### config.mk
export PLATFORM = sky130hd
export DESIGN_NAME = flash_cmd_ctrl
export DESIGN_NICKNAME = d
export VERILOG_FILES = /design/src/rtl/fpc_pkg.sv /design/src/rtl/fpc_dpath.sv /design/src/rtl/fpc_ctrl.sv /design/src/rtl/flash_cmd_ctrl.sv
export SDC_FILE = /design/constraint.sdc
export NUM_CORES = 1
export LEC_CHECK = 0
export ABC_AREA = 1
export BUFFER_PORTS_ARGS = -buffer_cell sky130_fd_sc_hd__buf_2
export CORE_ASPECT_RATIO = 1.4
export CORE_MARGIN = 2
export CORE_UTILIZATION = 47
export DETAILED_ROUTE_END_ITERATION = 10
export HOLD_SLACK_MARGIN = 0.12
export PLACE_DENSITY = 0.81
export SLEW_MARGIN = 25
export SYNTH_ARGS = -nofsm -noshare
export SYNTH_HDL_FRONTEND = slang
export SYNTH_SLANG_ARGS = --single-unit
### constraint.sdc
create_clock -name clk -period 1.5 [get_ports clk]
set_input_delay 0.375 -clock clk [delete_from_list [all_inputs] [get_ports clk]]
set_output_delay 0.375 -clock clk [all_outputs]
set_load 0.01 [all_outputs]
### src/rtl/fpc_pkg.sv
package fpc_pkg;
  localparam logic [2:0] REG_CTRL = 3'd0;
  localparam logic [2:0] REG_KEY  = 3'd1;
  localparam logic [2:0] REG_SEG  = 3'd2;
  localparam logic [2:0] REG_ADDR = 3'd3;
  localparam logic [2:0] REG_DATA = 3'd4;
  localparam logic [2:0] REG_STAT = 3'd5;

  localparam logic [7:0] KEY_FIRST  = 8'hFA;
  localparam logic [7:0] KEY_SECOND = 8'hF5;

  typedef enum logic [1:0] {
    OP_NONE  = 2'd0,
    OP_PROG  = 2'd1,
    OP_SECT  = 2'd2,
    OP_BLOCK = 2'd3
  } fpcOp_e;

  // requests decoded by the datapath, consumed by control
  typedef struct packed {
    logic       selfEn;
    logic       enClear;
    logic       keyWr;
    logic [7:0] keyByte;
    logic       progReq;
    logic       eraseReq;
    logic       eraseSect;
  } fpcReq_t;

  // strobes from control to the datapath
  typedef struct packed {
    logic capData;
    logic setErr;
  } fpcStrb_t;
endpackage

### src/rtl/fpc_dpath.sv
module fpc_dpath
  import fpc_pkg::*;
#(
  parameter int DATA_W = 16,
  parameter int SEG_W  = 4,
  parameter int ADDR_W = 10
) (
  input  logic              clk,
  input  logic              rstN,
  input  logic              regWe,
  input  logic [2:0]        regAddr,
  input  logic [DATA_W-1:0] regWdata,
  input  fpcStrb_t          strb,
  input  logic              busy,
  input  logic              unlocked,
  output fpcReq_t           req,
  output logic [DATA_W-1:0] regRdata,
  output logic [SEG_W-1:0]  segOut,
  output logic [ADDR_W-1:0] addrOut,
  output logic [DATA_W-1:0] dataOut
);
  logic              selfEnQ, sectSelQ, errQ;
  logic [SEG_W-1:0]  segQ;
  logic [ADDR_W-1:0] addrQ;
  logic [DATA_W-1:0] dataQ;
  logic              wrCtrl;

  assign wrCtrl = regWe && (regAddr == REG_CTRL);

  always_comb begin
    req.selfEn    = selfEnQ;
    req.enClear   = wrCtrl && !regWdata[0];
    req.keyWr     = regWe && (regAddr == REG_KEY);
    req.keyByte   = regWdata[7:0];
    req.progReq   = regWe && (regAddr == REG_DATA);
    req.eraseReq  = wrCtrl && regWdata[2];
    req.eraseSect = regWdata[1];
  end

  always_ff @(posedge clk) begin
    if (!rstN) begin
      selfEnQ  <= 1'b0;
      sectSelQ <= 1'b0;
      segQ     <= '0;
      addrQ    <= '0;
      dataQ    <= '0;
      errQ     <= 1'b0;
    end else begin
      if (wrCtrl) begin
        selfEnQ  <= regWdata[0];
        sectSelQ <= regWdata[1];
      end
      if (regWe && regAddr == REG_SEG)  segQ  <= regWdata[SEG_W-1:0];
      if (regWe && regAddr == REG_ADDR) addrQ <= regWdata[ADDR_W-1:0];
      if (strb.capData) dataQ <= regWdata;
      if (strb.setErr) errQ <= 1'b1;
      else if (regWe && regAddr == REG_STAT && regWdata[1]) errQ <= 1'b0;
    end
  end

  always_comb begin
    regRdata = '0;
    case (regAddr)
      REG_CTRL: begin
        regRdata[0] = selfEnQ;
        regRdata[1] = sectSelQ;
      end
      REG_SEG:  regRdata[SEG_W-1:0]  = segQ;
      REG_ADDR: regRdata[ADDR_W-1:0] = addrQ;
      REG_DATA: regRdata = dataQ;
      REG_STAT: begin
        regRdata[0] = busy;
        regRdata[1] = errQ;
        regRdata[2] = unlocked;
      end
      default: regRdata = '0;
    endcase
  end

  assign segOut  = segQ;
  assign addrOut = addrQ;
  assign dataOut = dataQ;

  AST_ERR_STICKY: assert property (@(posedge clk) disable iff (!rstN)
    errQ && !(regWe && regAddr == REG_STAT && regWdata[1]) |=> errQ);
  AST_DATA_ONLY_ON_START: assert property (@(posedge clk) disable iff (!rstN)
    busy && !strb.capData |=> $stable(dataQ));
endmodule

### src/rtl/fpc_ctrl.sv
module fpc_ctrl
  import fpc_pkg::*;
#(
  parameter int PROG_CYC  = 40,
  parameter int ERASE_CYC = 400
) (
  input  logic     clk,
  input  logic     rstN,
  input  fpcReq_t  req,
  output fpcStrb_t strb,
  output logic     stall,
  output logic     busy,
  output logic     unlocked,
  output fpcOp_e   flashOp
);
  localparam int GUARD_CYC = 2;
  localparam int MAX_A = (PROG_CYC > ERASE_CYC) ? PROG_CYC : ERASE_CYC;
  localparam int MAX_C = (MAX_A > GUARD_CYC) ? MAX_A : GUARD_CYC;
  localparam int CNT_W = $clog2(MAX_C + 1);
  localparam logic [CNT_W-1:0] PROG_LOAD  = CNT_W'(PROG_CYC - 1);
  localparam logic [CNT_W-1:0] ERASE_LOAD = CNT_W'(ERASE_CYC - 1);
  localparam logic [CNT_W-1:0] GUARD_LOAD = CNT_W'(GUARD_CYC - 1);

  typedef enum logic [1:0] {UL_LOCK, UL_HALF, UL_OPEN} unlock_e;
  typedef enum logic [1:0] {PH_IDLE, PH_BUSY, PH_GUARD} phase_e;

  unlock_e          ulQ, ulNext;
  phase_e           phQ;
  logic [CNT_W-1:0] cntQ;
  fpcOp_e           opQ;
  logic             attempt, start;

  assign attempt = req.progReq || req.eraseReq;
  assign start   = attempt && (ulQ == UL_OPEN) && (phQ == PH_IDLE) && !req.enClear;

  assign strb.capData = start && req.progReq;
  assign strb.setErr  = attempt && !start;

  always_comb begin
    ulNext = ulQ;
    if (start || req.enClear || !req.selfEn) ulNext = UL_LOCK;
    else if (req.keyWr) begin
      case (ulQ)
        UL_LOCK: ulNext = (req.keyByte == KEY_FIRST)  ? UL_HALF : UL_LOCK;
        UL_HALF: ulNext = (req.keyByte == KEY_SECOND) ? UL_OPEN : UL_LOCK;
        default: ulNext = UL_LOCK;
      endcase
    end
  end

  always_ff @(posedge clk) begin
    if (!rstN) ulQ <= UL_LOCK;
    else       ulQ <= ulNext;
  end

  always_ff @(posedge clk) begin
    if (!rstN) begin
      phQ  <= PH_IDLE;
      cntQ <= '0;
      opQ  <= OP_NONE;
    end else begin
      case (phQ)
        PH_IDLE: if (start) begin
          phQ <= PH_BUSY;
          if (req.progReq) begin
            cntQ <= PROG_LOAD;
            opQ  <= OP_PROG;
          end else begin
            cntQ <= ERASE_LOAD;
            opQ  <= req.eraseSect ? OP_SECT : OP_BLOCK;
          end
        end
        PH_BUSY: if (cntQ == '0) begin
          phQ  <= PH_GUARD;
          cntQ <= GUARD_LOAD;
        end else cntQ <= cntQ - 1'b1;
        PH_GUARD: if (cntQ == '0) phQ <= PH_IDLE;
                  else cntQ <= cntQ - 1'b1;
        default: phQ <= PH_IDLE;
      endcase
    end
  end

  assign busy     = (phQ == PH_BUSY);
  assign stall    = (phQ != PH_IDLE);
  assign unlocked = (ulQ == UL_OPEN);
  assign flashOp  = busy ? opQ : OP_NONE;

  AST_KEY_ORDER: assert property (@(posedge clk) disable iff (!rstN)
    $rose(ulQ == UL_OPEN) |-> $past(ulQ == UL_HALF));
  AST_LOCKED_WHEN_OFF: assert property (@(posedge clk) disable iff (!rstN)
    !req.selfEn |=> ulQ == UL_LOCK);
  AST_ONE_SHOT: assert property (@(posedge clk) disable iff (!rstN)
    start |=> (ulQ == UL_LOCK) && stall);
  AST_GUARD_TWO: assert property (@(posedge clk) disable iff (!rstN)
    $fell(busy) |-> stall ##1 stall ##1 !stall);
  AST_OP_STEADY: assert property (@(posedge clk) disable iff (!rstN)
    busy && $past(busy) |-> $stable(flashOp));
endmodule

### src/rtl/flash_cmd_ctrl.sv
module flash_cmd_ctrl
  import fpc_pkg::*;
#(
  parameter int DATA_W    = 16,
  parameter int SEG_W     = 4,
  parameter int ADDR_W    = 10,
  parameter int PROG_CYC  = 40,
  parameter int ERASE_CYC = 400
) (
  input  logic              clk,
  input  logic              rstN,
  input  logic              regWe,
  input  logic [2:0]        regAddr,
  input  logic [DATA_W-1:0] regWdata,
  output logic [DATA_W-1:0] regRdata,
  output logic              cpuStall,
  output logic [1:0]        flashOp,
  output logic [SEG_W-1:0]  flashSeg,
  output logic [ADDR_W-1:0] flashAddr,
  output logic [DATA_W-1:0] flashData
);
  fpcReq_t  req;
  fpcStrb_t strb;
  logic     busy, unlocked;
  fpcOp_e   opKind;

  fpc_dpath #(.DATA_W(DATA_W), .SEG_W(SEG_W), .ADDR_W(ADDR_W)) u_dpath (
    .clk(clk), .rstN(rstN), .regWe(regWe), .regAddr(regAddr), .regWdata(regWdata),
    .strb(strb), .busy(busy), .unlocked(unlocked), .req(req), .regRdata(regRdata),
    .segOut(flashSeg), .addrOut(flashAddr), .dataOut(flashData)
  );

  fpc_ctrl #(.PROG_CYC(PROG_CYC), .ERASE_CYC(ERASE_CYC)) u_ctrl (
    .clk(clk), .rstN(rstN), .req(req), .strb(strb), .stall(cpuStall),
    .busy(busy), .unlocked(unlocked), .flashOp(opKind)
  );

  assign flashOp = opKind;

  AST_BUSY_MIRROR: assert property (@(posedge clk) disable iff (!rstN)
    (flashOp != 2'd0) == regRdata[0] || regAddr != REG_STAT);
endmodule

==> flow_metrics.tcl <==
set metrics [dict create \
    outcome "complete, but fails checks" \
    violations "setup timing" \
    powerDensity_mw_per_mm2 596 \
    wl_per_cell_um 14.8 \
    synth_area_per_cell_um2 6.72 \
    ios 71 \
    crit_type "reg -> out" \
    fin_nets 530 \
    vdd_ir_drop_max_mv 0.596 \
    synth_warnings 0 \
    synthTopCellsByArea "dfxtp_1 37%, nor2_1 11%, nand2_1 11%, inv_1 6.9%, o21ai_0 5.8%" \
    ys_types 32 \
    required_ns 1.12 \
    min_period_ns 1.62 \
    p_seq_share_pct 56.3 \
    antenna_found_initial 0 \
    worstPathMaxFanout 3 \
    synth-seq-cells 48 \
    first_global_vias 2996 \
    grt_overflow 0 \
    syn-num-nets 410 \
    cpPeakStageDelay_ns 0.33 \
    synth_edf_count 0 \
    ff_latch_area_um2 967 \
    num_rows 31 \
    vias_per_cell 5.32 \
    yosysMostFrequentCell "nor2_1" \
    n_fill_cell 403 \
    cts_buffers 5 \
    fp.dieH_um 91.5 \
    ys.flop_type "dfxtp_1" \
    netlist_instances 382 \
    ys_seq_area_share_pct 37.4 \
    slew_violations 0 \
    start_util_pct 49.1 \
    die_w_um 66.5 \
    fin_cells 568 \
    areaGrowthSynthToFinish_pct 50.5 \
    ant_nets 0 \
    cts_buffer_depth 2 \
    worstHoldPathType "in -> reg" \
    multiInputGateArea_mm2 0.00166 \
    dieArea_mm2 0.00608 \
    cts_tree "built" \
    finalWorstSetupSlack_ns -0.121 \
    place.gp.congestion 0.911 \
    fin_setup_tns_ns -2.53 \
    clkPwrFrac_pct 32.3 \
    cp_data_arrival_time_ns 1.25 \
    drt-total-wl_mm 8.39 \
    async_reset_ff_share_pct 0 \
    totalPowerFinal_mw 2.30 \
    finalSetupViolations 43 \
    crit_chain "inv_2, ha_4, inv_4, o2111ai_2, buf_2" \
    cts_root_buf "clkbuf_8" \
    intPower_mw 1.71 \
    p_leak_nw 1.86 \
    fmax_mhz 617 \
    cp-end-kind "output pin" \
    cp_slowest_cell "dfxtp_2" \
    fp.coreArea_mm2 0.00524 \
    relSlewSlack_pct 68.4 \
    post-route-period-util_pct 108 \
    synthesis.area_mm2 0.00257 \
    dp_hpwl_mm 5.52 \
    clk_latency_ns 0.31 \
    p_sw_mw 0.590 \
    grt_usage_pct 27.5 \
    synth_top_area_share_pct 37.4 \
    first_iter_violations 162 \
    yosys.area.top_type "dfxtp_1" \
    dp_cells 546 \
    drive_above_1_share_pct 42.8 \
    swShare_pct 25.6 \
    diodes 0 \
    rsz0062_at_grt "yes" \
    fin_worst_skew_ns 0.00997 \
    synthTopCellsByCount "74 x nor2_1, 72 x nand2_1, 48 x dfxtp_1" \
    combPwrFrac_pct 11.4 \
    grt_start_max_net_pins 24 \
    grt_pass1_wl_mm 13.1 \
    worst_pin_slew_ns 0.474 \
    worstSetupStartpointType "flip-flop" \
    clk_pin_slew_ns 0.09 \
    htreeDepth 2 \
    drc 0 \
    hold_viol 0 \
    clock-sinks 48 \
    firstDrtPassIters 5 \
    port_buffers 70 \
    drv_cap 0 \
    vias 3020 \
]
==> worst paths after layout <==
check / end / slack, ns / from / cells after the start
worst max-delay path: regRdata[0] / -0.12 / u_ctrl.phQ[1] / 5
worst min-delay path: u_dpath.dataOut[11] / 0.29 / regWdata[11] / 3
worst max register to register: u_dpath.errQ / -0.10 / u_ctrl.phQ[1] / 10
worst min register to register: u_dpath.addrOut[5] / 0.48 / u_dpath.addrOut[5] / 2
==> through the flow <==
stage               area, um^2  util [%]  worst slack (ns)  hold WS (ns)
floorplan                 2580         -         0.0000749         0.439
global placement          3250      62.1            -0.208         0.454
detailed placement        3250      62.1            -0.314         0.458
CTS                       3580      68.4           -0.0970         0.287
global route              3860      73.8            -0.172         0.298
finish                    3860      73.8            -0.121         0.295
==> metal layers <==
layer  vias to the layer above  global-route usage [%]  routed length [um]
li1                       1474                       -                   -
met1                      1410                    28.1                3120
met2                       112                    51.5                4700
met3                        24                    4.58                 325
met4                         0                    13.3                 243
met5                         -                       0                   0
==> power by group through the flow <==
stage	logic [mW]	clock network [mW]	registers, mW
6_report	0.263	0.745	1.30
5_1_grt	0.282	0.810	1.30
4_1_cts	0.247	0.757	1.30
3_5_place_dp	0.213	0	1.33
3_3_place_gp	0.208	0	1.33
2_1_floorplan	0.0874	0	1.33
==> cells by family after synthesis <==
family	after synthesis	synth area share, %
AO/OA/AOI/OAI	70	14.5
multiplexers	1	0.390
buffers and inverters	61	9.79
XOR/XNOR	1	0.341
adder cells (fa/ha/maj)	6	2.92
flip-flops	48	37.4
AND/OR/NAND/NOR	195	34.7
==> layout by cell type, fill, tap and decap left out, drive strengths merged <==
master,instances
a21boi,1
a21oi,23
a22oi,5
buf,122
clkbuf,5
clkinv,1
clkinvlp,1
dfxtp,48
ha,6
inv,50
mux2i,1
nand2,78
nand3,25
nand4,9
nor2,77
nor3,7
nor4,1
o2111ai,1
o211ai,1
o21ai,39
xnor2,1
==> state kept, by name (all words and copies together), names as in the netlist <==
register and flops:
u_ctrl.phQ 2, u_ctrl.opQ 2, u_dpath.sectSelQ 1, u_dpath.segOut 4, u_dpath.selfEnQ 1, u_dpath.errQ 1, u_dpath.dataOut 16, u_ctrl.cntQ 9
u_ctrl.ulQ 2, u_dpath.addrOut 10
==> critical path: cells and delay by family (launching register included) <==
kind / cells / cell delay, ns
buffers and inverters: 3 / 0.29
flip-flops: 1 / 0.33
adder cells (fa/ha/maj): 1 / 0.16
AO/OA/AOI/OAI: 1 / 0.15
==> what timing repair did <==
action | in CTS | in global routing
gates cloned | 2 | 1
pin swaps | 11 | 19
gates resized for setup | 60 | 71
hold buffers | 0 | 0
setup buffers | 6 | 7
setup endpoints to repair | 27 | 51
==> layout make-up <==
cell class / count / area share, %
repair buffers: 122 / 22.2
inverters: 50 / 5.63
multi-input cells: 275 / 42.9
well taps: 66 / 2.14
clock inverters: 2 / 0.324
flip-flops and latches: 48 / 25.0
clock buffers: 5 / 1.78
No activity file was read; power rests on OpenSTA's default activity.
